[config.mk]
export PLATFORM = sky130hd
export DESIGN_NAME = als_frame_reader
export DESIGN_NICKNAME = d
export VERILOG_FILES = /design/src/rtl/als_rd_pkg.sv /design/src/rtl/als_half_timer.sv /design/src/rtl/als_link_seq.sv /design/src/rtl/als_frame_capture.sv /design/src/rtl/als_frame_reader.sv
export SDC_FILE = /design/constraint.sdc
export NUM_CORES = 1
export LEC_CHECK = 0
export BUFFER_PORTS_ARGS = -buffer_cell sky130_fd_sc_hd__buf_4
export CAP_MARGIN = 20
export CORE_ASPECT_RATIO = 0.7
export CORE_UTILIZATION = 38
export CTS_BUF_LIST = sky130_fd_sc_hd__clkbuf_4 sky130_fd_sc_hd__clkbuf_8
export DETAILED_ROUTE_END_ITERATION = 12
export GPL_ROUTABILITY_DRIVEN = 0
export SYNTH_ARGS = -nofsm -noshare
export SYNTH_HDL_FRONTEND = slang
export SYNTH_SLANG_ARGS = --single-unit
[constraint.sdc]
create_clock -name clk -period 1.8 [get_ports clk]
set_input_delay 0.27 -clock clk [delete_from_list [all_inputs] [get_ports clk]]
set_output_delay 0.27 -clock clk [all_outputs]
set_load 0.1 [all_outputs]
[src/rtl/als_rd_pkg.sv]
package als_rd_pkg;
  // Frame layout: sixteen bit slots, zero padding around the reading.
  localparam int FRAME_LEN    = 16;
  localparam int LEAD_PAD     = 3;
  localparam int SAMPLE_W     = 8;
  localparam int TAIL_CHECKED = FRAME_LEN - LEAD_PAD - SAMPLE_W - 1;
  localparam int IDX_W        = $clog2(FRAME_LEN + 1);

  // Legal serial clock range in Hz.
  localparam int unsigned SCLK_MIN_HZ = 1_000_000;
  localparam int unsigned SCLK_MAX_HZ = 4_000_000;

  typedef enum logic [1:0] {
    ST_IDLE = 2'd0,
    ST_LEAD = 2'd1,
    ST_RUN  = 2'd2,
    ST_GAP  = 2'd3
  } rd_state_e;
endpackage

[src/rtl/als_half_timer.sv]
module als_half_timer #(
  parameter int HALF_DIV = 25
) (
  input  logic clk,
  input  logic rst,
  input  logic hold_i,
  output logic tick_o
);
  localparam int CW = $clog2(HALF_DIV + 1);
  localparam logic [CW-1:0] LAST = CW'(HALF_DIV - 1);

  logic [CW-1:0] cnt_q;

  always_ff @(posedge clk) begin
    if (rst || hold_i) begin
      cnt_q <= '0;
    end else if (cnt_q == LAST) begin
      cnt_q <= '0;
    end else begin
      cnt_q <= cnt_q + 1'b1;
    end
  end

  assign tick_o = !hold_i && (cnt_q == LAST);
endmodule

[src/rtl/als_link_seq.sv]
module als_link_seq
  import als_rd_pkg::*;
(
  input  logic             clk,
  input  logic             rst,
  input  logic             start_i,
  input  logic             tick_i,
  output logic             idle_o,
  output logic             sel_n_o,
  output logic             sclk_o,
  output logic             cap_en_o,
  output logic [IDX_W-1:0] cap_idx_o,
  output logic             frame_go_o,
  output logic             done_o
);
  localparam logic [IDX_W-1:0] LAST_EDGE = IDX_W'(FRAME_LEN);

  rd_state_e        state_q, state_d;
  logic             sel_n_q, sel_n_d;
  logic             sclk_q, sclk_d;
  logic [IDX_W-1:0] rise_q, rise_d;
  logic             gap_half_q, gap_half_d;

  always_comb begin
    state_d    = state_q;
    sel_n_d    = sel_n_q;
    sclk_d     = sclk_q;
    rise_d     = rise_q;
    gap_half_d = gap_half_q;
    cap_en_o   = 1'b0;
    frame_go_o = 1'b0;
    done_o     = 1'b0;
    unique case (state_q)
      ST_IDLE: begin
        if (start_i) begin
          state_d    = ST_LEAD;
          sel_n_d    = 1'b0;
          rise_d     = '0;
          frame_go_o = 1'b1;
        end
      end
      ST_LEAD: begin
        if (tick_i) begin
          sclk_d  = 1'b0;
          state_d = ST_RUN;
        end
      end
      ST_RUN: begin
        if (tick_i) begin
          if (!sclk_q) begin
            sclk_d   = 1'b1;
            rise_d   = rise_q + 1'b1;
            cap_en_o = 1'b1;
          end else if (rise_q == LAST_EDGE) begin
            sel_n_d    = 1'b1;
            done_o     = 1'b1;
            gap_half_d = 1'b0;
            state_d    = ST_GAP;
          end else begin
            sclk_d = 1'b0;
          end
        end
      end
      ST_GAP: begin
        if (tick_i) begin
          if (gap_half_q) begin
            state_d = ST_IDLE;
          end else begin
            gap_half_d = 1'b1;
          end
        end
      end
      default: state_d = ST_IDLE;
    endcase
  end

  always_ff @(posedge clk) begin
    if (rst) begin
      state_q    <= ST_IDLE;
      sel_n_q    <= 1'b1;
      sclk_q     <= 1'b1;
      rise_q     <= '0;
      gap_half_q <= 1'b0;
    end else begin
      state_q    <= state_d;
      sel_n_q    <= sel_n_d;
      sclk_q     <= sclk_d;
      rise_q     <= rise_d;
      gap_half_q <= gap_half_d;
    end
  end

  assign idle_o    = (state_q == ST_IDLE);
  assign sel_n_o   = sel_n_q;
  assign sclk_o    = sclk_q;
  assign cap_idx_o = rise_q;
endmodule

[src/rtl/als_frame_capture.sv]
module als_frame_capture
  import als_rd_pkg::*;
#(
  parameter int SYNC_STAGES = 2
) (
  input  logic                clk,
  input  logic                rst,
  input  logic                sdi_i,
  input  logic                clear_i,
  input  logic                cap_en_i,
  input  logic [IDX_W-1:0]    cap_idx_i,
  input  logic                done_i,
  output logic [SAMPLE_W-1:0] sample_o,
  output logic                err_o,
  output logic                valid_o
);
  localparam logic [IDX_W-1:0] DATA_FIRST = IDX_W'(LEAD_PAD);
  localparam logic [IDX_W-1:0] DATA_END   = IDX_W'(LEAD_PAD + SAMPLE_W);
  localparam logic [IDX_W-1:0] CHECK_END  = IDX_W'(FRAME_LEN - 1);

  logic sdi_s;

  // Input synchroniser: depth picked by parameter.
  generate
    if (SYNC_STAGES == 0) begin : g_nosync
      assign sdi_s = sdi_i;
    end else begin : g_sync
      logic [SYNC_STAGES-1:0] sync_q;
      always_ff @(posedge clk) begin
        if (rst) begin
          sync_q <= '0;
        end else begin
          sync_q <= {sync_q[SYNC_STAGES-2:0], sdi_i};
        end
      end
      assign sdi_s = sync_q[SYNC_STAGES-1];
    end
  endgenerate

  logic [SAMPLE_W-1:0] shift_q;
  logic                pad_bad_q;
  logic                in_data, in_check;

  assign in_data  = (cap_idx_i >= DATA_FIRST) && (cap_idx_i < DATA_END);
  assign in_check = !in_data && (cap_idx_i < CHECK_END);

  always_ff @(posedge clk) begin
    if (rst || clear_i) begin
      shift_q   <= '0;
      pad_bad_q <= 1'b0;
    end else if (cap_en_i) begin
      if (in_data) begin
        shift_q <= {shift_q[SAMPLE_W-2:0], sdi_s};
      end else if (in_check && sdi_s) begin
        pad_bad_q <= 1'b1;
      end
    end
  end

  always_ff @(posedge clk) begin
    if (rst) begin
      sample_o <= '0;
      err_o    <= 1'b0;
      valid_o  <= 1'b0;
    end else begin
      valid_o <= done_i;
      if (done_i) begin
        sample_o <= shift_q;
        err_o    <= pad_bad_q;
      end
    end
  end
endmodule

[src/rtl/als_frame_reader.sv]
module als_frame_reader
  import als_rd_pkg::*;
#(
  parameter int unsigned SYS_CLK_HZ  = 100_000_000,
  parameter int          HALF_DIV    = 25,
  parameter int          SYNC_STAGES = 2
) (
  input  logic                clk,
  input  logic                rst,
  input  logic                start_i,
  output logic                sel_n_o,
  output logic                sclk_o,
  input  logic                sdi_i,
  output logic [SAMPLE_W-1:0] sample_o,
  output logic                valid_o,
  output logic                frame_err_o
);
  localparam int unsigned SCLK_HZ = SYS_CLK_HZ / (2 * HALF_DIV);

  generate
    if (SCLK_HZ < SCLK_MIN_HZ || SCLK_HZ > SCLK_MAX_HZ) begin : g_bad_rate
      $error("serial clock rate out of the 1 to 4 MHz window");
    end
    if (HALF_DIV <= SYNC_STAGES + 1) begin : g_bad_sync
      $error("half period too short for the input synchroniser");
    end
  endgenerate

  logic             tick, idle, cap_en, frame_go, done;
  logic [IDX_W-1:0] cap_idx;

  als_half_timer #(.HALF_DIV(HALF_DIV)) u_timer (
    .clk    (clk),
    .rst    (rst),
    .hold_i (idle),
    .tick_o (tick)
  );

  als_link_seq u_seq (
    .clk        (clk),
    .rst        (rst),
    .start_i    (start_i),
    .tick_i     (tick),
    .idle_o     (idle),
    .sel_n_o    (sel_n_o),
    .sclk_o     (sclk_o),
    .cap_en_o   (cap_en),
    .cap_idx_o  (cap_idx),
    .frame_go_o (frame_go),
    .done_o     (done)
  );

  als_frame_capture #(.SYNC_STAGES(SYNC_STAGES)) u_cap (
    .clk       (clk),
    .rst       (rst),
    .sdi_i     (sdi_i),
    .clear_i   (frame_go),
    .cap_en_i  (cap_en),
    .cap_idx_i (cap_idx),
    .done_i    (done),
    .sample_o  (sample_o),
    .err_o     (frame_err_o),
    .valid_o   (valid_o)
  );
endmodule

# Word level (Yosys, flattened, before mapping)
# Cells that the tools add are included.
op_classes:
  addsub: 2
  n_mul: 0
  div_mod_pow: 0
  magnitude_cmp: 3
  eq_ne: 13
  shifts: 0
  n_mux: 35
  bitwise: 1
  reduce_logical: 20
ops:
  columns: ["op", "n"]
  rows:
  - ["1-bit two-way mux", 20]
  - ["5-bit two-way mux", 3]
  - ["2-bit two-way mux", 7]
  - ["5-bit by 1-bit adder with 5-bit output (second input constant)", 2]
  - ["5-bit == test (second input constant)", 2]
  - ["5-bit by 4-bit less-than comparator with 1-bit output (second input constant)", 2]
  - ["2-bit inequality test (second input constant)", 5]
  - ["5-bit case mux with 2 select lines", 1]
  - ["5-bit AND reduction", 2]
  - ["2-bit case mux with 4 select lines", 1]
  - ["7-bit AND reduction", 1]
  - ["2-bit by 1-bit inequality test with 1-bit output (second input constant)", 3]
  - ["1-bit case mux with 2 select lines", 3]
  - ["3-bit AND reduction", 2]
  - ["2-bit nonzero test", 3]
  - ["5-bit by 2-bit >= comparator with 1-bit output (second input constant)", 1]
  - ["2-bit == test (second input constant)", 2]
  - ["1-bit logical AND", 4]
  - ["4-bit AND reduction", 1]
  - ["2-bit by 1-bit == test with 1-bit output (second input constant)", 1]
  - ["1-bit zero test", 2]
  - ["2-bit zero test", 1]
  - ["1-bit logical OR", 2]
  - ["2-bit AND reduction", 1]
  - ["other kinds (2)", 2]
word_totals:
  register_bits: 36
  latchBits: 0
  ram_bits: 0
  mem_bits_ro: 0
  inputBits: 4
  word_cells: 86
  n_memories: 0

# Depth between registers and ports, before layout
# Gate-level depths: netlist of run 1.
depth:
  depth_word: 6
  mapped_depth: 7
  depth_no_buf: 6

# Cells and area by module
# From an unflattened synthesis of run 1, not the netlist that was laid out.
hier_totals:
  hier_cells: 172
  hier_area_um2: 1684.1
modules_own_cells:
  columns: ["mod", "n_inst", "cells_per_inst", "area_each_um2"]
  rows:
  - ["als_frame_capture", 1, 74, 789.5]
  - ["als_link_seq", 1, 75, 675.6]
  - ["als_half_timer", 1, 23, 219.0]

# Least setup slack after synthesis of run 1
# No wires, ideal clock.
synth_path:
  path_kind: "flip-flop to flip-flop"
  start: "register u_seq.sclk_q, in the netlist u_seq.sclk_o"
  end: "register u_seq.state_q[0]"
  setup_ps: 72
  t_arrival_ps: 1836
  t_required_ps: 1728
  path_slack_ps: -108
  stages_incl_launch_ff: 4
  n_path_buf: 0
  period_less_slack_ps: 1908
  cell_sequence: "dfxtp_1 nand2_1 a222oi_1 mux2i_1"
synth_via:
  elab_chain_len: 2
synth_lines:
  columns: ["element", "line_no", "text"]
  rows:
  - ["start: declaration", "als_link_seq.sv:20", "logic sclk_q, sclk_d;"]
  - ["start signal: assignment", "als_link_seq.sv:87", "sclk_q <= sclk_d;"]
  - ["2-bit by 1-bit inequality test with 1-bit output (no line)", null, null]
  - ["7-bit AND reduction (no line)", null, null]
  - ["end signal: assignment", "als_link_seq.sv:85", "state_q <= state_d;"]
  - ["end: declaration", "als_link_seq.sv:18", "rd_state_e state_q, state_d;"]
# No other way between the ends.
# A chain may end at the register's enable or synchronous reset.

# Worst setup path after layout of run 1
layout_path:
  start: "register u_seq.rise_q[0], in the netlist u_seq.cap_idx_o[0]"
  end: "register u_cap.shift_q[7]"
layout_via:
  elab_chain_len: 3
layout_lines:
  columns: ["element", "line_no", "text"]
  rows:
  - ["start: declaration", "als_link_seq.sv:21", "logic [IDX_W-1:0] rise_q, rise_d;"]
  - ["start signal: assignment", "als_link_seq.sv:88", "rise_q <= rise_d;"]
  - ["5-bit by 2-bit >= comparator with 1-bit output / 5-bit by 4-bit less-than comparator with 1-bit output (equally long branches)", "als_frame_capture.sv:44", "assign in_data = (cap_idx_i >= DATA_FIRST) && (cap_idx_i < DATA_END);"]
  - ["1-bit logical AND (*)", "als_frame_capture.sv:44", null]
  - ["2-bit AND reduction (no line) (*)", null, null]
  - ["end signal: assignment", "als_frame_capture.sv:53", "shift_q <= {shift_q[SAMPLE_W-2:0], sdi_s};"]
  - ["end: declaration", "als_frame_capture.sv:40", "logic [SAMPLE_W-1:0] shift_q;"]
# Every way passes the cells marked *; elsewhere a longest branch is shown, timed or not.

==> results of run 1 <==
## power breakdown
group          total (µW)  internal (µW)  switching (µW)
sequential            883            844            39.3
clock                 707            426             281
combinational         734            322             412
## Yosys cell counts, drive strengths merged
cell type	instances	share of area [%]
o211ai	4	1.8
nor3	3	1.2
mux2i	10	6.1
dfxtp	36	44
o21bai	1	0.46
nand4	1	0.38
a21o	1	0.46
a2111oi	1	0.53
xnor2	1	0.53
inv	12	2.7
o21ai	11	3.3
and2	1	0.38
o41ai	2	1.1
a21oi	16	4.9
a21boi	2	0.91
o31ai	1	0.46
or3	4	1.5
nand4b	2	2.0
a222oi	1	0.61
nor2	9	2.0
ha	9	6.8
nand3b	1	0.46
nand2	13	3.0
and4bb	1	0.76
and4b	1	0.61
nor2b	3	1.1
a31oi	2	0.76
a211o	1	0.53
o31a	1	0.53
nand2b	4	1.5
nand3	17	5.2
and3	1	0.38
buf	3	1.2
clkbuf	5	1.1
xor2	2	1.1
## metal layers
metal  track usage (%)  wire (µm)  part of all wire (%)  up-vias
met2              27.1       1620                    44       43
met3              4.80        207                   5.6        9
met4              6.63         62                   1.7        0
met5                 0          0                     0        -
li1                  -          -                     -      715
met1              23.4       1790                    49      697
## area by class of cell
class | instances | area, µm² | share of cell area [%]
multi-input combinational | 127 | 868 | 41.9
sequential | 36 | 726 | 35.0
timing repair buffer | 34 | 259 | 12.5
clock buffer | 6 | 76.3 | 3.68
tap | 52 | 65.1 | 3.14
inverter | 12 | 45.0 | 2.17
clock inverter | 2 | 35.0 | 1.69
## stage by stage
step / util (%) / std cells / hold slack, ps / setup slack [ps]
floorplan: - / 183 / 398 / 85.8
global placement: 47.8 / 261 / 418 / 46.0
detailed placement: 47.8 / 261 / 436 / -24.3
CTS: 50.8 / 269 / 194 / 23.4
global route: 51.3 / 269 / 203 / 5.47
finish: 51.3 / 269 / 195 / 107
## registers in the layout, indices dropped and copies added (netlist names)
name                 count
u_seq.state_q            2
u_seq.cap_idx_o          5
u_cap.pad_bad_q          1
u_seq.gap_half_q         1
u_seq.sclk_o             1
u_cap.valid_o            1
u_cap.sample_o           8
u_cap.shift_q            8
u_cap.err_o              1
u_timer.cnt_q            5
u_seq.sel_n_o            1
u_cap.g_sync.sync_q      2
## logic make-up (layout without fill, tap and decap cells)
logic type,Yosys count,count (layout),share of synthesized area [%]
compound gates,44,44,16.3
fa+ha+maj,9,9,6.82
simple gates,61,61,20.5
xor+xnor,3,3,1.59
flops,36,36,43.7
mux,10,10,6.07
buf+inv,20,54,5.08
## repair_timing
action | 4_1_cts | 5_1_grt
hold buffers | 0 | 0
endpoints found under the hold margin | 0 | 0
pin swaps | 1 | 3
gates resized for setup | 2 | 8
buffers inserted | 0 | 1
endpoints found under the setup margin | 9 | 5
## worst register-to-register path: cells and delay by family (launching register included)
kind / cells / cell delay, ps
mux: 1 / 150
fa+ha+maj: 1 / 180
simple gates: 1 / 460
compound gates: 2 / 380
flops: 1 / 400
## path summary, 6_finish.rpt
| kind | cells after the start | end | slack [ps] | from |
|---|---|---|---|---|
| worst max-delay path | 5 | u_cap.shift_q[7] | 110 | u_seq.cap_idx_o[0] |
| worst min register to register | 1 | u_cap.g_sync.sync_q[1] | 440 | u_cap.g_sync.sync_q[0] |
| worst max register to register | 5 | u_cap.shift_q[7] | 110 | u_seq.cap_idx_o[0] |
| worst min-delay path | 2 | u_cap.g_sync.sync_q[0] | 190 | sdi_i |
## layout by cell type, fill, tap and decap left out, types with 2 or more instances in the layout
cell type and instances:
buf_4 33, dfxtp_1 32, nand3_1 17, a21oi_1 16, nand2_1 12, inv_1 11, o21ai_0 11, mux2i_1 10
nor2_1 9, ha_1 7, clkbuf_8 5, nand2b_1 4, o211ai_1 4, dfxtp_2 4, or3_1 3, nor2b_1 3
a31oi_1 2, a21boi_1 2, nor3_1 2, o41ai_1 2, xor2_1 2
==> out/metrics.yaml, run 1 <==
coreArea_um2: 4040
drive_above_1_share_pct: 24.9
worst_pin_slew_ps: 443
insertion_delay_ps: 280
maxCapViolations: 0
ant_nets: 0
syn_area_um2: 1650
post-route-drc-count: 0
power_uw: 2320
setup-violations-final: 0
cp_top_family: "simple AND/OR/NAND/NOR gates"
cp_cell_sequence: "ha_1 -> a2111oi_0 -> a211o_1 -> or3_4 -> mux2i_1"
path_clk_slew_ps: 70
rsz0062_at_grt: "yes"
synth_area_per_cell_um2: 9.02
synth_fp_nets: 196
pin_count: 16
clk_path_buf_depth: 2
period_minus_slack_ps: 1690
status: "finished clean"
initialDrtViolationCount: 125
nets: 229
grt_pass1_vias: 1308
grt_pass1_wl_mm: 6.12
drv_slew: 0
htreeDepth: 2
crit_path_end_kind: "flop"
globalRouteOverflowTotal: 0
place_area_um2: 1930
synthCells: 183
cts_tree: "done"
power_density_nw_per_um2: 1120
initial_core_util_pct: 40.8
vias_per_cell: 5.44
syn_to_final_growth_pct: 25.7
cp_num_buf_inv: 0
crit_required_ps: 1970
cp-start-kind: "flop"
dieArea_um2: 4610
cts_buffers: 5
yosysWarnings: 0
dp_hpwl_mm: 2.75
vias: 1464
wire_per_inst_um: 13.7
setup_tns_ps: 0
fin_crit_sh_pct: 94.1
rows: 19
max_freq_mhz: 591
hold_class: "in -> reg"
arrival_ps: 1860
grtUsageTotal_pct: 17.5
synthDistinctLibCells: 39
cts_sinks: 36
leakage_uw: 0.000859
fp.dieW_um: 80.8
wl_mm: 3.68
clock-root-buffer: "clkbuf_8"
portBuffers: 15
finalInstanceArea_um2: 2070
grt_max_degree: 25
slowest_delay_ps: 460
num_antenna_cells: 0
cp_max_fo: 8
hold_violations: 0
crit_slowest_cell: "or3_4"
worst_clock_skew_ps: 7.73
synth-seq-area-share_pct: 43.7
drtPass1Iterations: 5
antenna_found_initial: 0
worst-setup-path-type: "reg -> reg"
fillers: 390
slew_headroom_pct: 70.2
ys_ff_latch: 36
die_y_um: 57.1
ir_drop_uv: 698
Note: power is estimated with default switching activity, not from simulation.
==> run 2, diff against run 1 <==
- SETUP_SLACK_MARGIN: unset -> 0.3
==> run 2 against run 1 <==
  * Routed wire length up 17%
  * Register-to-register slack gained 20 ps
  * Core utilization increased by 7.6 points
  * Fmax is 0.98% higher
  * Flip-flop and latch count unchanged
  * Worst setup slack better by 16 ps
  * Non-clock buffer count up 17
  * Largest cell class unchanged
==> out/metrics.yaml, run 2 (synthesis gave the netlist of run 1 again) <==
status: "finished clean"
r2r_start: "u_seq.state_q[0]"
syn_to_final_growth_pct: 44.4
worst-setup-path-type: "reg -> reg"
leakage_uw: 0.00102  # +19%
min_from: "sdi_i"
drive_above_1_share_pct: 41.9  # +17 points
fillers: 359  # -7.9%
crit_path_end_kind: "flop"
wl_mm: 4.29  # +17%
whs_endpoint: "u_cap.g_sync.sync_q[0]"
grtUsageTotal_pct: 18.6  # +1.0 points
drtPass1Iterations: 5  # unchanged
htreeDepth: 2  # unchanged
rsz0062_at_grt: "yes"
layout_common_cells: "buf_4, dfxtp_1, nand3_1"
power.switching_uw: 937  # +28%
worst_clock_skew_ps: 14.1  # +6.33 ps
hold_class: "in -> reg"
grt_max_degree: 25  # unchanged
crit_slowest_cell: "dfxtp_4"
pwr-share-seq_pct: 34.8  # -3.2 points
cts_buffers: 5  # unchanged
arrival_ps: 1900  # +40 ps
grt_pass1_vias: 1420  # +8.6%
num_antenna_cells: 0  # unchanged
vias_per_cell: 5.36  # -1.5%
dieArea_um2: 4610  # unchanged
intPower_uw: 1690  # +6.0%
cp_cell_sequence: "inv_4 -> ha_4 -> buf_6 -> clkinvlp_4 -> nor3_4 -> buf_4 -> nand3_1 -> a21oi_1"
globalRouteOverflowTotal: 0  # unchanged
max_freq_mhz: 596  # +0.98%
clk_path_buf_depth: 2  # unchanged
seqCellArea_um2: 739  # +1.9%
nets: 246  # +7.4%
setup-violations-final: 0  # unchanged
antenna_found_initial: 0  # unchanged
clock-root-buffer: "clkbuf_8"
reg.largest.list: "u_cap.sample_o x8, u_cap.shift_q x8"
p_clk_share_pct: 21.8  # -8.6 points
setup_slack_ps: 123  # +16.4 ps
initial_core_util_pct: 40.8  # unchanged
cts_tree: "done"
dp_hpwl_mm: 2.65  # -3.6%
hold_violations: 0  # unchanged
pin_count: 16  # unchanged
post-route-drc-count: 0  # unchanged
combPwrFrac_pct: 43.4  # +12 points
multi_input_area_um2: 1020  # +17%
fin_crit_sh_pct: 93.2  # -0.91 points
path_clk_slew_ps: 70  # about the same
power_density_nw_per_um2: 1100  # -1.7%
rows: 19  # unchanged
cp-start-kind: "flop"
reg2reg_slack_ps: 120  # +20 ps
slew_headroom_pct: 73.7  # +3.5 points
sw_frac_of_total_pct: 35.7  # +4.2 points
ir_drop_uv: 720  # +3.1%
wire_per_inst_um: 15.0  # +9.7%
worst_r2r_endpoint: "u_cap.sample_o[4]"
period_minus_slack_ps: 1680  # -16.4 ps
slowest_delay_ps: 370  # -90 ps
maxCapViolations: 0  # unchanged
die_y_um: 57.1  # unchanged
vias: 1533  # +4.7%
setup_tns_ps: 0  # unchanged
rr_worst_depth: 8  # +3
fp.dieW_um: 80.8  # unchanged
worst_pin_slew_ps: 384  # -59.0 ps
ant_nets: 0  # unchanged
insertion_delay_ps: 290  # about the same
grt_pass1_wl_mm: 6.38  # +4.2%
pre_cts_ws_ps: 44.4  # +68.8 ps
cp_max_fo: 6  # -2
coreArea_um2: 4040  # unchanged
portBuffers: 15  # unchanged
final_common_cell: "buf_4"
cts_hold_buf: 0  # unchanged
crit_required_ps: 2020  # +50 ps
holdPathStages: 2  # unchanged
drv_slew: 0  # unchanged
cts_sinks: 36  # unchanged
initialDrtViolationCount: 76  # -39%
==> run 2: cell types whose count changed in the layout (fill, tap and decap cells not counted), moves of 3 or more <==
cell / previous run / this run
a21oi_1: 16 / 13
a21oi_2: 0 / 3
buf_4: 33 / 44
buf_6: 1 / 6
dfxtp_1: 32 / 29
dfxtp_4: 0 / 4
ha_1: 7 / 4
ha_4: 1 / 5
inv_1: 11 / 5
inv_2: 1 / 4
==> run 2: final cells by class <==
| class | count | area share [%] |
|---|---|---|
| multi-input combinational | 127 | 42.8 |
| sequential | 36 | 31.0 |
| timing repair buffer | 51 | 17.5 |
| clock buffer | 5 | 2.89 |
| tap | 52 | 2.73 |
| inverter | 12 | 2.26 |
| clock inverter | 3 | 0.787 |
==> run 2: worst max path at each step <==
| stage | start | to | slack (ps) | cells past startpoint |
|---|---|---|---|---|
| 2_1_floorplan | u_seq.state_q[1] | u_seq.state_q[0] | 240 | 7 |
| 3_3_place_gp | u_timer.cnt_q[1] | u_cap.shift_q[3] | 80 | 6 |
| 3_5_place_dp | u_timer.cnt_q[1] | u_cap.shift_q[7] | 40 | 6 |
| 4_1_cts | u_timer.cnt_q[0] | u_seq.state_q[0] | 120 | 7 |
| 5_1_grt | u_seq.cap_idx_o[0] | u_seq.state_q[1] | 40 | 7 |
| 6_report | u_seq.state_q[0] | u_cap.sample_o[4] | 120 | 8 |
==> run 2: worst max-delay path: cells and delay by family (launching register included) <==
kind / cells / cell delay [ps]
adders and majority gates: 1 / 200
buffers and inverters: 4 / 530
AOI/OAI and AO/OA: 1 / 140
and+or+nand+nor: 2 / 380
DFF: 1 / 370
==> run 2: repair_timing <==
item,4_1_cts,5_1_grt
setup buffers,14,14
setup endpoints to repair,24,27
pin swaps,11,13
cloned,0,1
resized for setup,13,25
==> run 2: power by group through the flow <==
stage                     clock network (µW)  logic [µW]  registers (µW)
after global placement                     0         630             917
after floorplan                            0         477             963
after global routing                     627        1220             921
after detailed placement                   0         664             923
final                                    572        1140             914
after CTS                                587         815             906
==> run 2: per-layer routing <==
metal	wire, µm	up-vias	global-route usage (%)
li1	-	745	-
met1	1980	728	24.7
met2	2020	49	29.1
met3	219	11	4.80
met4	74	0	6.89
met5	0	-	0
==> run 2: stage by stage <==
| stage | instance area, µm² | instances | utilization (%) | hold slack, ps | power (µW) |
|---|---|---|---|---|---|
| 2_1_floorplan | 1740 | 183 | - | 398 | 1440 |
| 3_3_place_gp | 1910 | 249 | 47.3 | 421 | 1550 |
| 3_5_place_dp | 1910 | 249 | 47.3 | 429 | 1590 |
| 4_1_cts | 2150 | 271 | 53.1 | 186 | 2310 |
| 5_1_grt | 2380 | 286 | 59.0 | 194 | 2760 |
| 6_report | 2380 | 286 | 59.0 | 193 | 2620 |
==> run 3, diff against run 2 <==
- CORE_UTILIZATION: 38 -> 35
==> run 3 against run 2 <==
  * The run now ends with DRC left
  * Largest power group unchanged
  * Critical path type unchanged
  * Clock power up 27%
  * Routed wire length is 13% lower
  * Core utilization decreased by 7.5 points
  * Highest routed layer unchanged
  * Critical endpoint is now u_cap.shift_q[2]
==> out/metrics.yaml, run 3 (synthesis gave the netlist of run 1 again) <==
status: "finished with violations"
violations: "DRC"
grt_pass1_vias: 1206  # -15%
holdPathStages: 2  # unchanged
ir_drop_uv: 718  # -0.24%
worst_clock_skew_ps: 5.63  # -8.43 ps
antenna_found_initial: 0  # unchanged
drive_above_1_share_pct: 38.4  # -3.5 points
wl_mm: 3.73  # -13%
drv_slew: 0  # unchanged
maxUsedRoutingLayer: "met4"
path_clk_slew_ps: 80  # about the same
die_y_um: 59.5  # +4.1%
cp_max_fo: 8  # +2
setup-violations-final: 0  # unchanged
fillers: 428  # +19%
clock-root-buffer: "clkbuf_8"
hold_ws_ps: 191  # -1.50 ps
max_freq_mhz: 615  # +3.2%
grt_pass1_wl_mm: 5.86  # -8.1%
globalRouteOverflowTotal: 0  # unchanged
met3RoutedLength_um: 219  # unchanged
final_common_cell: "buf_4"
crit_path_end_kind: "flop"
pre_cts_ws_ps: 24.7  # -19.7 ps
worst-setup-path-type: "reg -> reg"
coreArea_um2: 4430  # +9.6%
initial_core_util_pct: 37.3  # -3.6 points
syn_to_final_growth_pct: 38.2
leakage_uw: 0.000919  # -10%
wl_met1_mm: 2.00  # +1.2%
nets: 236  # -4.1%
setup_slack_ps: 175  # +51.4 ps
reg.largest.list: "u_cap.sample_o x8, u_cap.shift_q x8"
crit_required_ps: 1970  # -50 ps
period_minus_slack_ps: 1630  # -51.4 ps
insertion_delay_ps: 290  # about the same
cp_cell_sequence: "a21o_1 -> a211o_1 -> or3_4 -> mux2i_1"
portBuffers: 15  # unchanged
cts_sinks: 36  # unchanged
initialDrtViolationCount: 85  # +12%
vias: 1394  # -9.1%
cts_hold_buf: 0  # unchanged
fin_crit_sh_pct: 90.3  # -2.9 points
drtPass1Iterations: 9  # +4
worst_pin_slew_ps: 298  # -85.9 ps
rows: 20  # +1
instances_no_fill: 279  # -2.4%
post-route-util_pct: 51.5  # -7.5 points
dp_hpwl_mm: 2.30  # -14%
cts_buffers: 5  # unchanged
num_antenna_cells: 0  # unchanged
arrival_ps: 1800  # -100 ps
ant_nets: 0  # unchanged
hold_violations: 0  # unchanged
cts_tree: "done"
pin_count: 16  # unchanged
slew_headroom_pct: 80.1  # +6.4 points
dp.cells: 251  # +0.80%
clk_path_buf_depth: 2  # unchanged
post-route-drc-count: 6  # +6
fp.dieW_um: 84.1  # +4.1%
hold_class: "in -> reg"
vias_per_cell: 5.00  # -6.8%
setup_tns_ps: 0  # unchanged
slowest_delay_ps: 470  # +100 ps
grt_max_degree: 25  # unchanged
grtUsageTotal_pct: 15.3  # -3.3 points
layout_common_cells: "buf_4, dfxtp_1, nand3_1"
wl_met2_mm: 1.46  # -28%
cp-start-kind: "flop"
crit_slowest_cell: "or3_4"
wire_per_inst_um: 13.4  # -11%
rr_worst_depth: 4  # -4
maxCapViolations: 0  # unchanged
rsz0062_at_grt: "yes"
power_density_nw_per_um2: 1120  # +1.4%
htreeDepth: 2  # unchanged
dieArea_um2: 5000  # +8.3%
## run 3: changes by cell type in the layout (fill, tap and decap cells not counted), moves of 2 or more
cell	previous run	this run
nand2_2	3	1
buf_6	6	3
buf_4	44	38
o41ai_1	0	2
nand2_1	10	12
## run 3: critical path: cells and delay by family, from the launching register on
family,cells,cell delay [ps]
mux,1,150
compound gates,2,510
flops,1,370
simple gates,1,470
## run 3: report_power, final
group | internal [µW] | leakage, µW | total, µW | switching (µW)
clock network | 426 | 0.0000586 | 726 | 300
logic | 427 | 0.000566 | 916 | 488
registers | 854 | 0.000295 | 905 | 51.0
## run 3: per-layer routing
layer,up-vias,track usage (%)
li1,732,-
met1,629,22.6
met2,27,20.5
met3,6,4.46
met4,0,6.16
met5,-,0
## run 3: metrics by stage
stage / area (µm²) / total power (µW)
6_report: 2280 / 2550
5_1_grt: 2280 / 2670
4_1_cts: 2160 / 2450
3_5_place_dp: 1910 / 1580
3_3_place_gp: 1910 / 1580
2_1_floorplan: 1740 / 1440
## run 3: what timing repair did
action,in CTS,in global routing
pin swaps,11,3
cloned,0,1
setup endpoints to repair,22,31
gates resized for setup,13,19
setup buffers,13,6
## run 3: area by class of cell
| type | instances | area [µm²] | area share, % |
|---|---|---|---|
| inverters | 12 | 51.3 | 2.25 |
| clock inverters | 2 | 35.0 | 1.54 |
| repair buffers | 41 | 319 | 14.0 |
| clock buffers | 6 | 76.3 | 3.35 |
| multi-input cells | 127 | 990 | 43.4 |
| well taps | 55 | 68.8 | 3.02 |
| flip-flops and latches | 36 | 741 | 32.5 |
## run 3: worst paths after layout
check | from | end | slack, ps
max | u_seq.cap_idx_o[0] | u_cap.shift_q[2] | 170
min | sdi_i | u_cap.g_sync.sync_q[0] | 190
min reg2reg | u_cap.g_sync.sync_q[0] | u_cap.g_sync.sync_q[1] | 440
max reg2reg | u_seq.cap_idx_o[0] | u_cap.shift_q[2] | 170
